$ cat config.mk
export PLATFORM = sky130hd
export DESIGN_NAME = dma_chain_top
export DESIGN_NICKNAME = d
export VERILOG_FILES = /design/src/rtl/dma_chain_pkg.sv /design/src/rtl/dma_chain_regs.sv /design/src/rtl/dma_chain_engine.sv /design/src/rtl/dma_chain_top.sv
export SDC_FILE = /design/constraint.sdc
export NUM_CORES = 1
export LEC_CHECK = 0
export ABC_AREA = 1
export BUFFER_PORTS_ARGS = -buffer_cell sky130_fd_sc_hd__buf_4
export CORE_ASPECT_RATIO = 1.5
export CORE_MARGIN = 3
export CORE_UTILIZATION = 29
export CTS_CLUSTER_SIZE = 40
export DETAILED_ROUTE_END_ITERATION = 8
export GPL_ROUTABILITY_DRIVEN = 0
export GPL_TIMING_DRIVEN = 0
export PLACE_DENSITY = 0.51
export RECOVER_POWER = 100
export REMOVE_ABC_BUFFERS = 1
export SYNTH_ARGS = -nofsm -noshare
export SYNTH_HDL_FRONTEND = slang
export SYNTH_SLANG_ARGS = --single-unit
$ cat constraint.sdc
create_clock -name clk -period 3.15 [get_ports clk]
set_input_delay 0.4725 -clock clk [delete_from_list [all_inputs] [get_ports clk]]
set_output_delay 0.4725 -clock clk [all_outputs]
set_load 0.02 [all_outputs]
$ cat src/rtl/dma_chain_pkg.sv
package dma_chain_pkg;
    localparam int WORD_W = 32;
    localparam int LEN_W  = 14;
    localparam int BYTE_W = 8;

    // control word flag positions
    localparam int F_EOC  = 31;
    localparam int F_EOP  = 30;
    localparam int F_IRQ  = 29;
    localparam int F_DONE = 15;
    localparam int F_OWN  = 14;

    // control register write bits
    localparam int C_RX = 2;
    localparam int C_GO = 4;
    localparam int C_LD = 5;

    typedef enum logic [3:0] {
        S_IDLE, S_D0, S_D1, S_D2, S_CHK,
        S_MRD, S_PUSH, S_POP, S_MWR, S_WB, S_FIN
    } eng_state_e;

    typedef struct packed {
        logic [WORD_W-1:0] bptr;
        logic [WORD_W-1:0] ctl;
        logic [WORD_W-1:0] next;
    } desc_t;

    function automatic logic [WORD_W-1:0] wb_word(input logic [WORD_W-1:0] ctl,
                                                  input logic rx);
        if (rx) return ctl & ~(WORD_W'(1) << F_OWN);
        return ctl | (WORD_W'(1) << F_DONE);
    endfunction
endpackage

$ cat src/rtl/dma_chain_regs.sv
module dma_chain_regs
    import dma_chain_pkg::*;
(
    input  logic              clk,
    input  logic              rst,
    input  logic              reg_wr,
    input  logic              reg_rd,
    input  logic              reg_sel,
    input  logic [WORD_W-1:0] reg_wdata,
    output logic [WORD_W-1:0] reg_rdata,
    input  logic              halt,
    input  logic              irq_set,
    input  logic              ptr_we,
    input  logic [WORD_W-1:0] ptr_nxt,
    output logic              active,
    output logic              rx_mode,
    output logic              irq,
    output logic [WORD_W-1:0] ptr
);
    always_ff @(posedge clk) begin
        if (rst) begin
            active  <= 1'b0;
            rx_mode <= 1'b0;
            irq     <= 1'b0;
            ptr     <= '0;
        end else begin
            if (reg_wr && !reg_sel && reg_wdata[C_LD]) begin
                active  <= reg_wdata[C_GO];
                rx_mode <= reg_wdata[C_RX];
            end else if (halt) begin
                active <= 1'b0;
            end

            if (irq_set)
                irq <= 1'b1;
            else if (reg_rd && !reg_sel)
                irq <= 1'b0;

            if (ptr_we)
                ptr <= ptr_nxt;
            else if (reg_wr && reg_sel && !active)
                ptr <= reg_wdata;
        end
    end

    always_comb begin
        reg_rdata = reg_sel ? ptr : {{(WORD_W-2){1'b0}}, active, irq};
    end
endmodule

$ cat src/rtl/dma_chain_engine.sv
module dma_chain_engine
    import dma_chain_pkg::*;
(
    input  logic              clk,
    input  logic              rst,
    input  logic              active,
    input  logic              rx_mode,
    input  logic [WORD_W-1:0] ptr,
    output logic              mem_req,
    output logic              mem_we,
    output logic              mem_byte,
    output logic [WORD_W-1:0] mem_addr,
    output logic [WORD_W-1:0] mem_wdata,
    input  logic              mem_ack,
    input  logic [WORD_W-1:0] mem_rdata,
    output logic              tx_valid,
    output logic [BYTE_W-1:0] tx_data,
    output logic              tx_last,
    input  logic              tx_ready,
    input  logic              rx_valid,
    input  logic [BYTE_W-1:0] rx_data,
    output logic              rx_ready,
    output logic              halt,
    output logic              irq_set,
    output logic              ptr_we,
    output logic [WORD_W-1:0] ptr_nxt
);
    eng_state_e        st;
    desc_t             d;
    logic [LEN_W-1:0]  idx;
    logic [BYTE_W-1:0] data_q;
    logic [LEN_W-1:0]  len;
    logic              last;
    logic [WORD_W-1:0] byte_addr;

    assign len       = d.ctl[LEN_W-1:0];
    assign last      = (idx == len - 1'b1);
    assign byte_addr = d.bptr + {{(WORD_W-LEN_W){1'b0}}, idx};

    always_ff @(posedge clk) begin
        if (rst) begin
            st     <= S_IDLE;
            d      <= '0;
            idx    <= '0;
            data_q <= '0;
        end else if (!active) begin
            st <= S_IDLE;
        end else begin
            case (st)
                S_IDLE: st <= S_D0;
                S_D0: if (mem_ack) begin d.bptr <= mem_rdata; st <= S_D1; end
                S_D1: if (mem_ack) begin d.ctl  <= mem_rdata; st <= S_D2; end
                S_D2: if (mem_ack) begin d.next <= mem_rdata; st <= S_CHK; end
                S_CHK: begin
                    idx <= '0;
                    if (rx_mode && !d.ctl[F_OWN]) st <= S_IDLE;
                    else if (len == '0)           st <= S_WB;
                    else if (rx_mode)             st <= S_POP;
                    else                          st <= S_MRD;
                end
                S_MRD: if (mem_ack) begin
                    data_q <= mem_rdata[BYTE_W-1:0];
                    st     <= S_PUSH;
                end
                S_PUSH: if (tx_ready) begin
                    idx <= idx + 1'b1;
                    st  <= last ? S_WB : S_MRD;
                end
                S_POP: if (rx_valid) begin
                    data_q <= rx_data;
                    st     <= S_MWR;
                end
                S_MWR: if (mem_ack) begin
                    idx <= idx + 1'b1;
                    st  <= last ? S_WB : S_POP;
                end
                S_WB:  if (mem_ack) st <= S_FIN;
                S_FIN: st <= d.ctl[F_EOC] ? S_IDLE : S_D0;
                default: st <= S_IDLE;
            endcase
        end
    end

    always_comb begin
        mem_req   = 1'b0;
        mem_we    = 1'b0;
        mem_byte  = 1'b0;
        mem_addr  = ptr;
        mem_wdata = '0;
        case (st)
            S_D0: mem_req = 1'b1;
            S_D1: begin mem_req = 1'b1; mem_addr = ptr + WORD_W'(4); end
            S_D2: begin mem_req = 1'b1; mem_addr = ptr + WORD_W'(8); end
            S_MRD: begin
                mem_req  = 1'b1;
                mem_byte = 1'b1;
                mem_addr = byte_addr;
            end
            S_MWR: begin
                mem_req   = 1'b1;
                mem_we    = 1'b1;
                mem_byte  = 1'b1;
                mem_addr  = byte_addr;
                mem_wdata = {{(WORD_W-BYTE_W){1'b0}}, data_q};
            end
            S_WB: begin
                mem_req   = 1'b1;
                mem_we    = 1'b1;
                mem_addr  = ptr + WORD_W'(4);
                mem_wdata = wb_word(d.ctl, rx_mode);
            end
            default: ;
        endcase
    end

    assign tx_valid = (st == S_PUSH);
    assign tx_data  = data_q;
    assign tx_last  = (st == S_PUSH) && last && d.ctl[F_EOP];
    assign rx_ready = (st == S_POP);
    assign halt     = ((st == S_CHK) && rx_mode && !d.ctl[F_OWN])
                   || ((st == S_FIN) && d.ctl[F_EOC]);
    assign irq_set  = (st == S_FIN) && d.ctl[F_IRQ];
    assign ptr_we   = (st == S_FIN);
    assign ptr_nxt  = d.next;
endmodule

$ cat src/rtl/dma_chain_top.sv
module dma_chain_top
    import dma_chain_pkg::*;
(
    input  logic              clk,
    input  logic              rst,
    input  logic              reg_wr,
    input  logic              reg_rd,
    input  logic              reg_sel,
    input  logic [WORD_W-1:0] reg_wdata,
    output logic [WORD_W-1:0] reg_rdata,
    output logic              mem_req,
    output logic              mem_we,
    output logic              mem_byte,
    output logic [WORD_W-1:0] mem_addr,
    output logic [WORD_W-1:0] mem_wdata,
    input  logic              mem_ack,
    input  logic [WORD_W-1:0] mem_rdata,
    output logic              tx_valid,
    output logic [BYTE_W-1:0] tx_data,
    output logic              tx_last,
    input  logic              tx_ready,
    input  logic              rx_valid,
    input  logic [BYTE_W-1:0] rx_data,
    output logic              rx_ready,
    output logic              irq
);
    logic              active_w;
    logic              rx_mode_w;
    logic              halt_w;
    logic              irq_set_w;
    logic              ptr_we_w;
    logic [WORD_W-1:0] ptr_w;
    logic [WORD_W-1:0] ptr_nxt_w;

    dma_chain_regs regs_i (
        .clk      (clk),
        .rst      (rst),
        .reg_wr   (reg_wr),
        .reg_rd   (reg_rd),
        .reg_sel  (reg_sel),
        .reg_wdata(reg_wdata),
        .reg_rdata(reg_rdata),
        .halt     (halt_w),
        .irq_set  (irq_set_w),
        .ptr_we   (ptr_we_w),
        .ptr_nxt  (ptr_nxt_w),
        .active   (active_w),
        .rx_mode  (rx_mode_w),
        .irq      (irq),
        .ptr      (ptr_w)
    );

    dma_chain_engine eng_i (
        .clk      (clk),
        .rst      (rst),
        .active   (active_w),
        .rx_mode  (rx_mode_w),
        .ptr      (ptr_w),
        .mem_req  (mem_req),
        .mem_we   (mem_we),
        .mem_byte (mem_byte),
        .mem_addr (mem_addr),
        .mem_wdata(mem_wdata),
        .mem_ack  (mem_ack),
        .mem_rdata(mem_rdata),
        .tx_valid (tx_valid),
        .tx_data  (tx_data),
        .tx_last  (tx_last),
        .tx_ready (tx_ready),
        .rx_valid (rx_valid),
        .rx_data  (rx_data),
        .rx_ready (rx_ready),
        .halt     (halt_w),
        .irq_set  (irq_set_w),
        .ptr_we   (ptr_we_w),
        .ptr_nxt  (ptr_nxt_w)
    );
endmodule

# == Word-level counts from Yosys, hierarchy flattened ==
# Index checks and enable logic that the tools add are counted.
# totals
register_bits,157
input_bits,80
out_inout_bits,111
wordCells,106
# op_classes
addsub,5
n_eq_ne,19
muxes,37
n_bitwise,1
n_reduce_logical,34
# ops
cell,n
$mux 32,5
$pmux 32 s3,1
$pmux 32 s2,1
$mux 4,12
$pmux 4 s11,1
$pmux 14 s3,1
$add 32x14->32,1
$add 32x3->32 const B,1
$add 32x4->32 const B,1
$mux 14,2
$eq 4x3->1 const B,4
$mux 8,2
$pmux 8 s2,1
$add 14x1->14 const B,1
$eq 14x14->1,1
$logic_not 14->1,1
$ne 2x2->1 const B,7
$sub 14x1->14 const B,1
$eq 4x4->1 const B,3
$logic_and 1x1->1,12
$mux 1,10
$reduce_and 3->1,3
$eq 4x2->1 const B,2
$reduce_and 4->1,2
other kinds (12),20

# == Longest topological paths before layout ==
# Gate-level depths: netlist (run 1).
# logic_depth
ltp_word,6
mapped_depth,17
depth_no_buf,17

# == Cells and area by module ==
# A second synthesis (run 1) with hierarchy kept.
# unflattened
cells_unflattened,1730
hier_area_um2,10742.8
# by_module_without_submodules
module,instances,cells_per_inst,area_each_um2,seq_area_each_um2
dma_chain_engine,1,1396,8634.5,2442.3
dma_chain_regs,1,334,2108.3,700.7

# == Worst setup path before layout (run 1) ==
# No wires, ideal clock.
# synth_path
path_kind,register to output
from,register eng_i.idx[0]
to,output mem_addr[14]
t_arrival_ns,2.157
t_required_ns,2.677
path_slack_ns,0.520
stages_incl_launch_ff,14
n_path_buf,0
cell_sequence,dfxtp_1 -> ha_1 -> fa_1 -> nand2_1 -> nand2_1 -> nand2_1 -> nand2_1 -> a21oi_1 -> o21bai_1 -> a21oi_1 -> inv_1 -> a21oi_1 -> o21ai_0 -> nand4_1
# synth_between
elab_chain_cells,2
# synth_lines
item,line_no,text
from (decl),dma_chain_engine.sv:30,logic [LEN_W-1:0] idx;
from (signal assigned),dma_chain_engine.sv:66,idx <= idx + 1'b1;
from (signal assigned),dma_chain_engine.sv:74,idx <= idx + 1'b1;
$add 32x14->32,dma_chain_engine.sv:38,"assign byte_addr = d.bptr + {{(WORD_W-LEN_W){1'b0}}, idx};"
$pmux 32 s3,dma_chain_engine.sv:90,case (st)
to (decl),dma_chain_top.sv:14,"output logic [WORD_W-1:0] mem_addr,"
# No other way between the ends.

# == Final worst setup path (run 1) ==
# layout_path
from,register eng_i.idx[0]
to,output mem_addr[16]
# Same word-level chain as after synthesis.

==> results of run 1 <==
power by group:
group	leakage [nW]	internal (mW)	total, mW	switching [mW]
clock	0.284	1.20	2.15	0.944
sequential	1.28	2.00	2.05	0.0502
combinational	3.67	0.160	0.403	0.243
critical path: cells and delay by family (launching register included):
| kind | cells | cell delay [ns] |
|---|---|---|
| simple gates | 5 | 0.46 |
| flops | 1 | 0.35 |
| fa+ha+maj | 2 | 0.50 |
| compound gates | 4 | 0.54 |
| buf+inv | 4 | 0.44 |
flip-flops by register name, indices dropped and copies added (netlist names):
register and cells:
eng_i.d 64, eng_i.idx 14, regs_i.rx_mode 1, eng_i.ptr_nxt 32, regs_i.ptr 32, regs_i.active 1, eng_i.st 4, regs_i.irq 1
eng_i.tx_data 8
per-layer routing:
metal	routed length [um]	track usage [%]	vias to the layer above
met3	2430	3.52	92
li1	-	-	5906
met4	1820	10.5	0
met2	21600	39.7	467
met5	0	0	-
met1	17300	25.3	5482
timing repair:
action | in CTS | in global routing
setup endpoints to repair | 62 | 61
buffers inserted | 37 | 11
hold endpoints to repair | 0 | 0
gates cloned | 5 | 0
pin swaps | 12 | 19
gates resized for setup | 84 | 88
through the flow:
step,worst slack (ns),cells,hold WS [ns]
2_1_floorplan,0.0472,1587,0.429
4_1_cts,-0.0535,2322,0.262
3_5_place_dp,-0.961,2248,0.443
5_1_grt,-0.152,2332,0.286
3_3_place_gp,-2.08,2244,0.439
6_report,-0.0631,2332,0.288
worst paths after layout:
path / start / end / depth (start not counted) / slack (ns)
min reg2reg: eng_i.ptr_nxt[12] / eng_i.ptr_nxt[12] / 2 / 0.45
max reg2reg: eng_i.st[3] / eng_i.ptr_nxt[29] / 8 / 0.04
max: eng_i.idx[0] / mem_addr[16] / 15 / -0.06
min: reg_wdata[2] / regs_i.rx_mode / 3 / 0.29
cells by family (layout without fill, tap and decap cells):
logic type | Yosys count | count (layout) | synth area share (%)
compound gates | 456 | 456 | 24.3
buf+inv | 317 | 516 | 11.9
simple gates | 690 | 694 | 29.0
flops | 157 | 157 | 30.5
fa+ha+maj | 19 | 19 | 2.38
xor+xnor | 23 | 23 | 1.96
layout make-up:
class	instances	area, um2	area share [%]
multi-input cells	1192	6510	48.5
flip-flops and latches	157	3180	23.7
repair buffers	241	1620	12.0
inverters	242	925	6.89
well taps	467	584	4.35
clock buffers	18	439	3.27
clock inverters	14	158	1.17
repair inverters	1	7.51	0.0559
cells in the mapped netlist (4+ instances only):
cell       instances
xnor2_1            9
nand2_2            5
ha_1              18
clkbuf_1          51
nand3_1          102
o211ai_1          35
nor3_1            31
buf_2             15
dfxtp_1          157
inv_2              9
o21bai_1           4
o2111ai_1          7
or2_2              7
xor2_1            14
a21oi_1          199
a31oi_1           12
o21ai_0          170
nor2_1           114
buf_1              6
nor2_2            11
inv_1            230
nand4_1           29
nor4_1             7
nand2_1          373
o22ai_1            9
o21ai_1            4
a221oi_1           4
==> summary.txt, run 1 <==
Run status
  • Status: complete, but fails checks
  • Failing checks: max-capacitance violations, max-slew violations, negative setup slack

Cells and area
  • Nets: 1951
  • Share of cells above drive strength 1: 19.3%
  • Post-layout util: 38.8%
  • Commonest cells after routing, fill and taps aside: 365 x nand2_1, 223 x inv_1, 188 x a21oi_1
  • Commonest non-fill, non-tap cell in the layout: nand2_1
  • Number of diodes: 0
  • Final instance area: 13400 um2
  • Area Growth Syn to Fin: 30.4%
  • Filler cells: 3800

Place
  • Buffers added on ports: 190
  • Placed cell area: 12100 um2
  • Hpwl dp: 30800 um

STA
  • Unrepaired setup endpoints after global routing: yes
  • Min cycle time layout: 3.21 ns
  • Fin crit share: 102%
  • Setup TNS: -0.252 ns
  • Final Worst Setup Slack: -0.0631 ns
  • Final Max Tran Viols: 107
  • Max Fclk: 311 MHz
  • Slew @ Worst Pin: 1.54 ns
  • Max-slew headroom: -2.82%
  • Fin Clk Skew: 0.0113 ns
  • Final hold violation count: 0
  • Final setup fails: 9

Global routing
  • Grt total ovfl: 0
  • First-pass GRT wire length: 64600 um
  • Number of global-route vias before repair: 11600
  • Initial antenna violation count: 0
  • Tot GR Track Use: 22.0%
  • Largest net degree at the start of global routing: 107

Critical path
  • Critical path capture point type: output pin
  • Startpoint Class: flop
  • Largest stage delay, worst path: 0.35 ns
  • Req. time, crit path: 2.68 ns
  • Critical Path Fanout Max: 4
  • Crit Path Category: flop to output pin
  • CP arrival: 2.74 ns
  • Crit path cell chain: ha_4, fa_2, nand2_2, nand2_2, nand2_4, nand2_4, buf_6, a21oi_4, inv_4, a21oi_4, inv_2, a21oi_2, o21ai_1, nand3_1, buf_6
  • CP max-delay cell: dfxtp_4

Floorplanning
  • Die height: 237 um
  • Die Footprint: 37800 um2
  • Row count: 83
  • Starting density of the core: 29.8%
  • Die width: 160 um
  • Io pins: 191
  • Core Area: 34600 um2

Routing
  • Drt first pass iters: 5
  • Detail Route Antenna Nets: 0
  • Vias: 11900
  • DRT iter0 DRCs: 1045
  • Detailed-route wire length: 43200 um
  • DR WL/cell: 18.5 um
  • Vias per cell: 5.12
  • Number of remaining DRC errors: 0

Yosys
  • Yosys Warn Count: 0
  • Post-synth ARST share: 0%
  • Area leader, netlist: dfxtp_1
  • Synth Register Bits: 157
  • Seq/Total Area, Yosys: 30.5%
  • Top FF cell, synth: dfxtp_1
  • Synth area leaders: dfxtp_1 31%, nand2_1 14%, a21oi_1 9.7%
  • Post-Synthesis Cells: 1662
  • Synth Cell Area: 10300 um2
  • Synth top area share: 30.5%
  • EDFF count, synth: 0
  • Avg Cell Area, Syn: 6.19 um2
  • Synth cell types: 45

CTS
  • Clock sink count: 157
  • Later-pin clock latency in the skew report: 0.45 ns
  • Clk slew on worst S/H paths: 0.07 ns
  • CTS tree: built
  • CTS H-tree lvls: 4
  • CTS Buf Count: 17
  • Clock tree buffer depth: 2
  • Hold buffer count at CTS: 0
  • CTS root buf: clkbuf_16

Worst hold path
  • Worst Hold Class: input pin to flop

Power and ir drop
  • VDD IR max: 0.000410 V
  • PD cells: 343 nW/um2
  • Static leakage: 5.24 nW
  • Final Total Pwr: 4.60 mW

Run
  • MaxCap Viol Count: 1
(Power assumes the default switching activity.)
==> run 2, diff against run 1 <==
Settings changed: ABC_AREA 1 to not set.
==> summary.txt, run 2 <==
Routing
  • DR WL/cell: 21.4 um (+15%)
  • DR WL met3: 1780 um (-27%)
  • WL met1: 15300 um (-12%)
  • DRT iter0 DRCs: 649 (-38%)
  • Detailed-route wire length: 41400 um (-4.1%)
  • Vias: 10700 (-11%)
  • Detail Route Antenna Nets: 0 (unchanged)
  • Number of remaining DRC errors: 0 (unchanged)
  • WL met2: 22300 um (+2.9%)
  • Drt first pass iters: 7 (+2)
  • Vias per cell: 5.50 (+7.3%)
  • Top sig layer: met4

STA
  • Min cycle time layout: 3.47 ns (+0.260 ns)
  • Fin crit share: 110% (+8.3 points)
  • Setup TNS: -6.51 ns (-6.26 ns)
  • Final hold violation count: 0 (unchanged)
  • Max-slew headroom: -11.5% (-8.7 points)
  • Max Fclk: 288 MHz (-7.5%)
  • Final setup fails: 39 (+30)
  • Final Max Tran Viols: 108 (+0.93%)
  • Unrepaired setup endpoints after global routing: yes
  • Final Worst Setup Slack: -0.324 ns (-0.260 ns)
  • Final hold slack: 0.265 ns (-0.0224 ns)
  • Fin Clk Skew: 0.0104 ns (-0.000925 ns)
  • Slew @ Worst Pin: 1.67 ns (+0.131 ns)

Yosys
  • Synth Register Bits: 157 (unchanged)
  • EDFF count, synth: 0 (unchanged)
  • Top FF cell, synth: dfxtp_1
  • Avg Cell Area, Syn: 7.40 um2 (+19%)
  • Yosys Warn Count: 0 (unchanged)
  • Post-Synthesis Cells: 1323 (-20%)
  • Top cells by count, synth: 258 x nand2_1, 157 x dfxtp_1, 128 x a21oi_1
  • Count leader, synth: nand2_1
  • Area leader, netlist: dfxtp_1
  • Post-synth ARST share: 0% (unchanged)
  • Synth top area share: 32.1% (+1.6 points)
  • Synth cell types: 80 (+78%)
  • Seq/Total Area, Yosys: 32.1% (+1.6 points)
  • Synth Cell Area: 9790 um2 (-4.9%)
  • Synth area leaders: dfxtp_1 32%, nand2_1 9.9%, a21oi_1 6.5%

Critical path
  • Crit Path Category: flop to output pin
  • Critical Path Fanout Max: 8 (+4)
  • Req. time, crit path: 2.68 ns (about the same)
  • Critical path capture point type: output pin
  • CP arrival: 3.00 ns (+0.26 ns)
  • Startpoint Class: flop

CTS
  • Clock tree buffer depth: 2 (unchanged)
  • Clk slew on worst S/H paths: 0.07 ns (about the same)
  • CTS H-tree lvls: 4 (unchanged)
  • Later-pin clock latency in the skew report: 0.46 ns (about the same)
  • CTS tree: built
  • CTS Buf Count: 17 (unchanged)
  • Clock sink count: 157 (unchanged)
  • Hold buffer count at CTS: 0 (unchanged)
  • CTS root buf: clkbuf_16

Cells and area
  • Commonest non-fill, non-tap cell in the layout: nand2_1
  • Number of diodes: 0 (unchanged)
  • Commonest cells after routing, fill and taps aside: 256 x nand2_1, 193 x buf_4, 124 x a21oi_1, 124 x dfxtp_1, 96 x nor2_1
  • Top reg by flops: eng_i.d
  • Multi-input logic area: 6970 um2 (+7.0%)
  • Nets: 1611 (-17%)
  • Filler cells: 3410 (-10%)
  • Area Growth Syn to Fin: 37.3%
  • Share of cells above drive strength 1: 29.2% (+9.9 points)
  • Max reg flops: 64 (unchanged)
  • FF+latch area: 3230 um2 (+1.5%)

Run
  • MaxCap Viol Count: 3 (+2)

Global routing
  • Number of global-route vias before repair: 10300 (-11%)
  • Tot GR Track Use: 22.2% (+0.12 points)
  • Grt total ovfl: 0 (unchanged)
  • First-pass GRT wire length: 61000 um (-5.6%)
  • Largest net degree at the start of global routing: 75 (-30%)
  • Initial antenna violation count: 0 (unchanged)

Power and ir drop
  • Final Total Pwr: 4.64 mW (+0.83%)
  • PD cells: 345 nW/um2 (+0.70%)
  • Static leakage: 5.15 nW (-1.7%)
  • VDD IR max: 0.000371 V (-9.5%)

Floorplanning
  • Die height: 231 um (-2.4%)
  • Die width: 156 um (-2.4%)
  • Row count: 81 (-2.4%)
  • Io pins: 191 (unchanged)
  • Core Area: 32900 um2 (-4.8%)
  • Die Footprint: 36000 um2 (-4.8%)
  • Starting density of the core: 29.7% (-0.057 points)

Run status
  • Failing checks: max-capacitance violations, max-slew violations, negative setup slack
  • Status: complete, but fails checks

Place
  • Buffers added on ports: 190 (unchanged)
  • Place WS: -1.36 ns (-0.399 ns)
  • Hpwl dp: 29000 um (-6.0%)

Worst hold path
  • Worst Hold Class: input pin to flop
-- run 2: cell types whose count changed in the layout (fill, tap and decap cells not counted), moves of 24 or more --
cell / change
mux2i_1: +47
nand2_1: -109
and2_0: +25
o21ai_0: -123
a211oi_1: +33
inv_1: -207
o211ai_1: -24
clkbuf_1: -34
and3_1: +36
a21oi_1: -64
buf_4: +48
nand3_1: -59
-- run 2: kinds of logic (layout without fill, tap and decap cells) --
logic type	count (synthesis)	after routing	synth area share (%)
and+or+nand+nor	593	593	29.0
AOI/OAI and AO/OA	329	330	21.6
DFF	157	157	32.1
buffers and inverters	121	321	4.76
muxes	53	53	5.50
xor gates and xnor gates	51	51	4.56
adders and majority gates	19	19	2.51
-- run 2: critical path, cell delays in order, from the launching register on --
cell       delay [ns]
dfxtp_2          0.36
or3_4            0.42
or4_4            0.51
a2111oi_4        0.45
nand4_1          0.22
a211oi_4         0.24
and3_4           0.22
buf_6            0.11
-- run 2: layout make-up --
type	count	area share (%)
Tap cell	415	3.86
Multi-Input combinational cell	1046	51.8
Clock inverter	11	1.15
Timing Repair inverter	1	0.0466
Sequential cell	157	24.0
Clock buffer	20	3.40
Timing Repair Buffer	270	15.1
Inverter	19	0.614
-- run 2: final timing paths --
check,startpoint,end,slack [ns],cells after the start
setup / recovery,eng_i.d[34],tx_last,-0.32,7
hold / removal,reg_wdata[2],regs_i.rx_mode,0.27,3
setup reg to reg,eng_i.st[3],eng_i.idx[10],-0.18,8
hold reg to reg,eng_i.d[53],eng_i.d[53],0.45,2
-- run 2: per-layer routing --
layer / up-vias / GRT usage (%)
li1: 5079 / -
met1: 5145 / 23.8
met2: 334 / 41.7
met3: 102 / 3.34
met4: 0 / 10.6
met5: - / 0
-- run 2: what timing repair did --
item | 4_1_cts | 5_1_grt
resized for setup | 156 | 70
setup buffers | 49 | 14
cloned | 2 | 0
setup endpoints to repair | 87 | 28
pin swaps | 54 | 39
-- run 2: power breakdown --
| group | internal, mW | leakage, nW | switching (mW) | total, mW |
|---|---|---|---|---|
| sequential | 1.99 | 1.29 | 0.0568 | 2.05 |
| combinational | 0.176 | 3.56 | 0.214 | 0.390 |
| clock | 1.29 | 0.298 | 0.908 | 2.20 |
-- run 2: metrics by stage --
step / instances / utilization [%] / cell area (um2)
finish: 1939 / 40.8 / 13400
floorplan: 1221 / - / 9390
global placement: 1826 / 34.4 / 11300
detailed placement: 1843 / 35.4 / 11600
global route: 1939 / 40.8 / 13400
CTS: 1925 / 40.4 / 13300
==> run 3, diff against run 2 <==
Settings changed: BUFFER_PORTS_ARGS -buffer_cell sky130_fd_sc_hd__buf_4 to not set, DONT_BUFFER_PORTS set to 1, PLACE_DENSITY 0.51 to 0.47.
==> summary.txt, run 3 (synthesized netlist as in run 2, its figures left out) <==
Power and ir drop
  • Static leakage: 4.26 nW (-17%)
  • Sw Ratio: 25.4% (about the same)
  • PD cells: 363 nW/um2 (+5.0%)
  • Logic pwr share: 4.7% (-3.7 points)
  • Switching pwr: 1.12 mW (-4.8%)
  • Share of power burned in registers: 46.4% (+2.2 points)
  • Internal: 3.30 mW (-4.8%)
  • Clock power share: 48.9% (+1.5 points)
  • VDD IR max: 0.000319 V (-14%)

STA
  • Fin crit share: 108% (-2.7 points)
  • Setup TNS: -3.24 ns (+3.28 ns)
  • Unrepaired setup endpoints after global routing: yes
  • Min cycle time layout: 3.39 ns (-0.0849 ns)
  • Fin Clk Skew: 0.0144 ns (+0.00398 ns)
  • Max Fclk: 295 MHz (+2.5%)
  • Slew @ Worst Pin: 1.78 ns (+0.107 ns)
  • Max-slew headroom: -18.7% (-7.1 points)
  • Final Worst Setup Slack: -0.239 ns (+0.0849 ns)
  • Final hold violation count: 0 (unchanged)
  • Final setup fails: 39 (unchanged)
  • Final Max Tran Viols: 33 (-69%)

Critical path
  • CP arrival: 2.92 ns (-0.08 ns)
  • Critical Path Fanout Max: 8 (unchanged)
  • Crit Path Category: flop to output pin
  • Crit path cell chain: ha_4, fa_2, a21o_1, a211oi_4, o221a_4, nor2_2, xor2_1, a221o_2
  • Worst path bufs/invs: 0 (-1)
  • Register-to-Register Path Depth: 7 (-1)
  • CP max-delay cell: a221o_2
  • RR Startpoint: eng_i.st[0]
  • CP delay by family, top: compound AO/OA/AOI/OAI gates
  • Req. time, crit path: 2.68 ns (about the same)
  • R2r endpoint: eng_i.ptr_nxt[8]
  • Largest stage delay, worst path: 0.45 ns (-0.06 ns)
  • FF-to-FF setup slack: -0.07 ns (+0.11 ns)
  • Startpoint Class: flop
  • Critical path capture point type: output pin

CTS
  • Hold buffer count at CTS: 0 (unchanged)
  • Clock sink count: 157 (unchanged)
  • CTS tree: built
  • Later-pin clock latency in the skew report: 0.45 ns (about the same)
  • Clock tree buffer depth: 2 (unchanged)
  • CTS Buf Count: 17 (unchanged)
  • CTS H-tree lvls: 4 (unchanged)
  • Clk slew on worst S/H paths: 0.07 ns (about the same)
  • CTS root buf: clkbuf_16

Cells and area
  • Share of cells above drive strength 1: 21.1% (-8.1 points)
  • Nets: 1422 (-12%)
  • Non-Filler Instances: 1751 (-9.7%)
  • Commonest non-fill, non-tap cell in the layout: nand2_1
  • Commonest cells after routing, fill and taps aside: 257 x nand2_1, 126 x dfxtp_1, 122 x a21oi_1
  • Area Growth Syn to Fin: 24.5%
  • Filler cells: 3380 (-0.88%)
  • Max reg flops: 64 (unchanged)
  • Final instance area: 12200 um2 (-9.3%)
  • Top reg by flops: eng_i.d
  • Number of diodes: 0 (unchanged)

Place
  • Buffers added on ports: 0 (-100%)
  • Hpwl dp: 28500 um (-1.5%)
  • Placed cell area: 10200 um2 (-13%)
  • Place WS: -1.54 ns (-0.184 ns)
  • Placed Cells: 1650 (-10%)

Worst hold path
  • Worst Hold Class: input pin to flop
  • Hold endpoint: regs_i.ptr[3]
  • Worst hold stages: 1 (-2)
  • Hold Path Origin: rst

Global routing
  • Largest net degree at the start of global routing: 147 (+96%)
  • Number of global-route vias before repair: 9829 (-4.7%)
  • Tot GR Track Use: 22.6% (+0.40 points)
  • First-pass GRT wire length: 61200 um (+0.43%)
  • Grt total ovfl: 0 (unchanged)
  • Initial antenna violation count: 1 (+1)

Routing
  • DR WL/cell: 23.8 um (+12%)
  • Vias per cell: 5.69 (+3.5%)
  • Drt first pass iters: 5 (-2)
  • Detail Route Antenna Nets: 0 (unchanged)
  • Vias: 9961 (-6.6%)
  • Detailed-route wire length: 41700 um (+0.75%)
  • Number of remaining DRC errors: 0 (unchanged)
  • DRT iter0 DRCs: 626 (-3.5%)

Floorplanning
  • Die width: 156 um (unchanged)
  • Row count: 81 (unchanged)
  • Starting density of the core: 29.7% (unchanged)
  • Die height: 231 um (unchanged)
  • Die Footprint: 36000 um2 (unchanged)
  • Io pins: 191 (unchanged)
  • Core Area: 32900 um2 (unchanged)

Run
  • MaxCap Viol Count: 1 (-2)

Run status
  • Status: complete, but fails checks
  • Failing checks: max-capacitance violations, max-slew violations, negative setup slack
run 3: changes by cell type in the layout (fill, tap and decap cells not counted), sizes merged:
cell,delta
bufbuf,+1
clkinvlp,+4
clkbuf,-34
clkinv,-1
buf,-161
inv,+2
a21o,+2
bufinv,-1
run 3: timing repair:
action                                  4_1_cts  5_1_grt
gates cloned                                  6        1
setup buffers                                39       25
gates resized for setup                     173       48
pin swaps                                    48       36
endpoints found under the setup margin       90       29
run 3: worst max path at each step:
stage                        end          from  slack, ns  cells after the start
global route        mem_addr[30]  eng_i.idx[0]      -0.29                      8
floorplan           mem_addr[13]   eng_i.st[0]      -0.62                      6
detailed placement  mem_addr[13]   eng_i.st[0]      -1.54                      7
finish              mem_addr[16]  eng_i.idx[0]      -0.24                      8
global placement     eng_i.d[91]   eng_i.st[0]      -3.40                      4
CTS                 mem_addr[16]  eng_i.idx[0]      -0.23                      8
run 3: per-stage QoR:
| stage | util (%) | power [mW] | hold WS [ns] |
|---|---|---|---|
| final | 37.0 | 4.42 | 0.122 |
| after global routing | 37.0 | 4.55 | 0.0962 |
| after CTS | 35.9 | 4.49 | 0.0649 |
| after detailed placement | 30.8 | 2.30 | 0.439 |
| after global placement | 30.1 | 2.30 | 0.434 |
| after floorplan | - | 2.23 | 0.426 |
run 3: area by class of cell:
class	count	area, um2	share of cell area, %
clock buffer	19	453	3.72
clock inverter	13	149	1.22
inverter	19	91.3	0.750
multi-input combinational	1048	7080	58.1
sequential	157	3220	26.4
tap	415	519	4.26
timing repair buffer	77	658	5.40
timing repair inverter	3	15.0	0.123
run 3: routing by layer:
layer / wire length (um) / vias up / track usage (%)
met5: 0 / - / 0
met3: 2580 / 104 / 5.21
met2: 22100 / 332 / 41.9
li1: - / 4731 / -
met4: 2410 / 0 / 12.2
met1: 14600 / 4794 / 22.9
run 3: power groups by stage:
stage                     clock network, mW  logic, mW  registers (mW)
final                                  2.16      0.206            2.05
after global routing                   2.27      0.223            2.06
after CTS                              2.23      0.210            2.05
after detailed placement                  0      0.192            2.11
after floorplan                           0      0.150            2.08
after global placement                    0      0.187            2.11
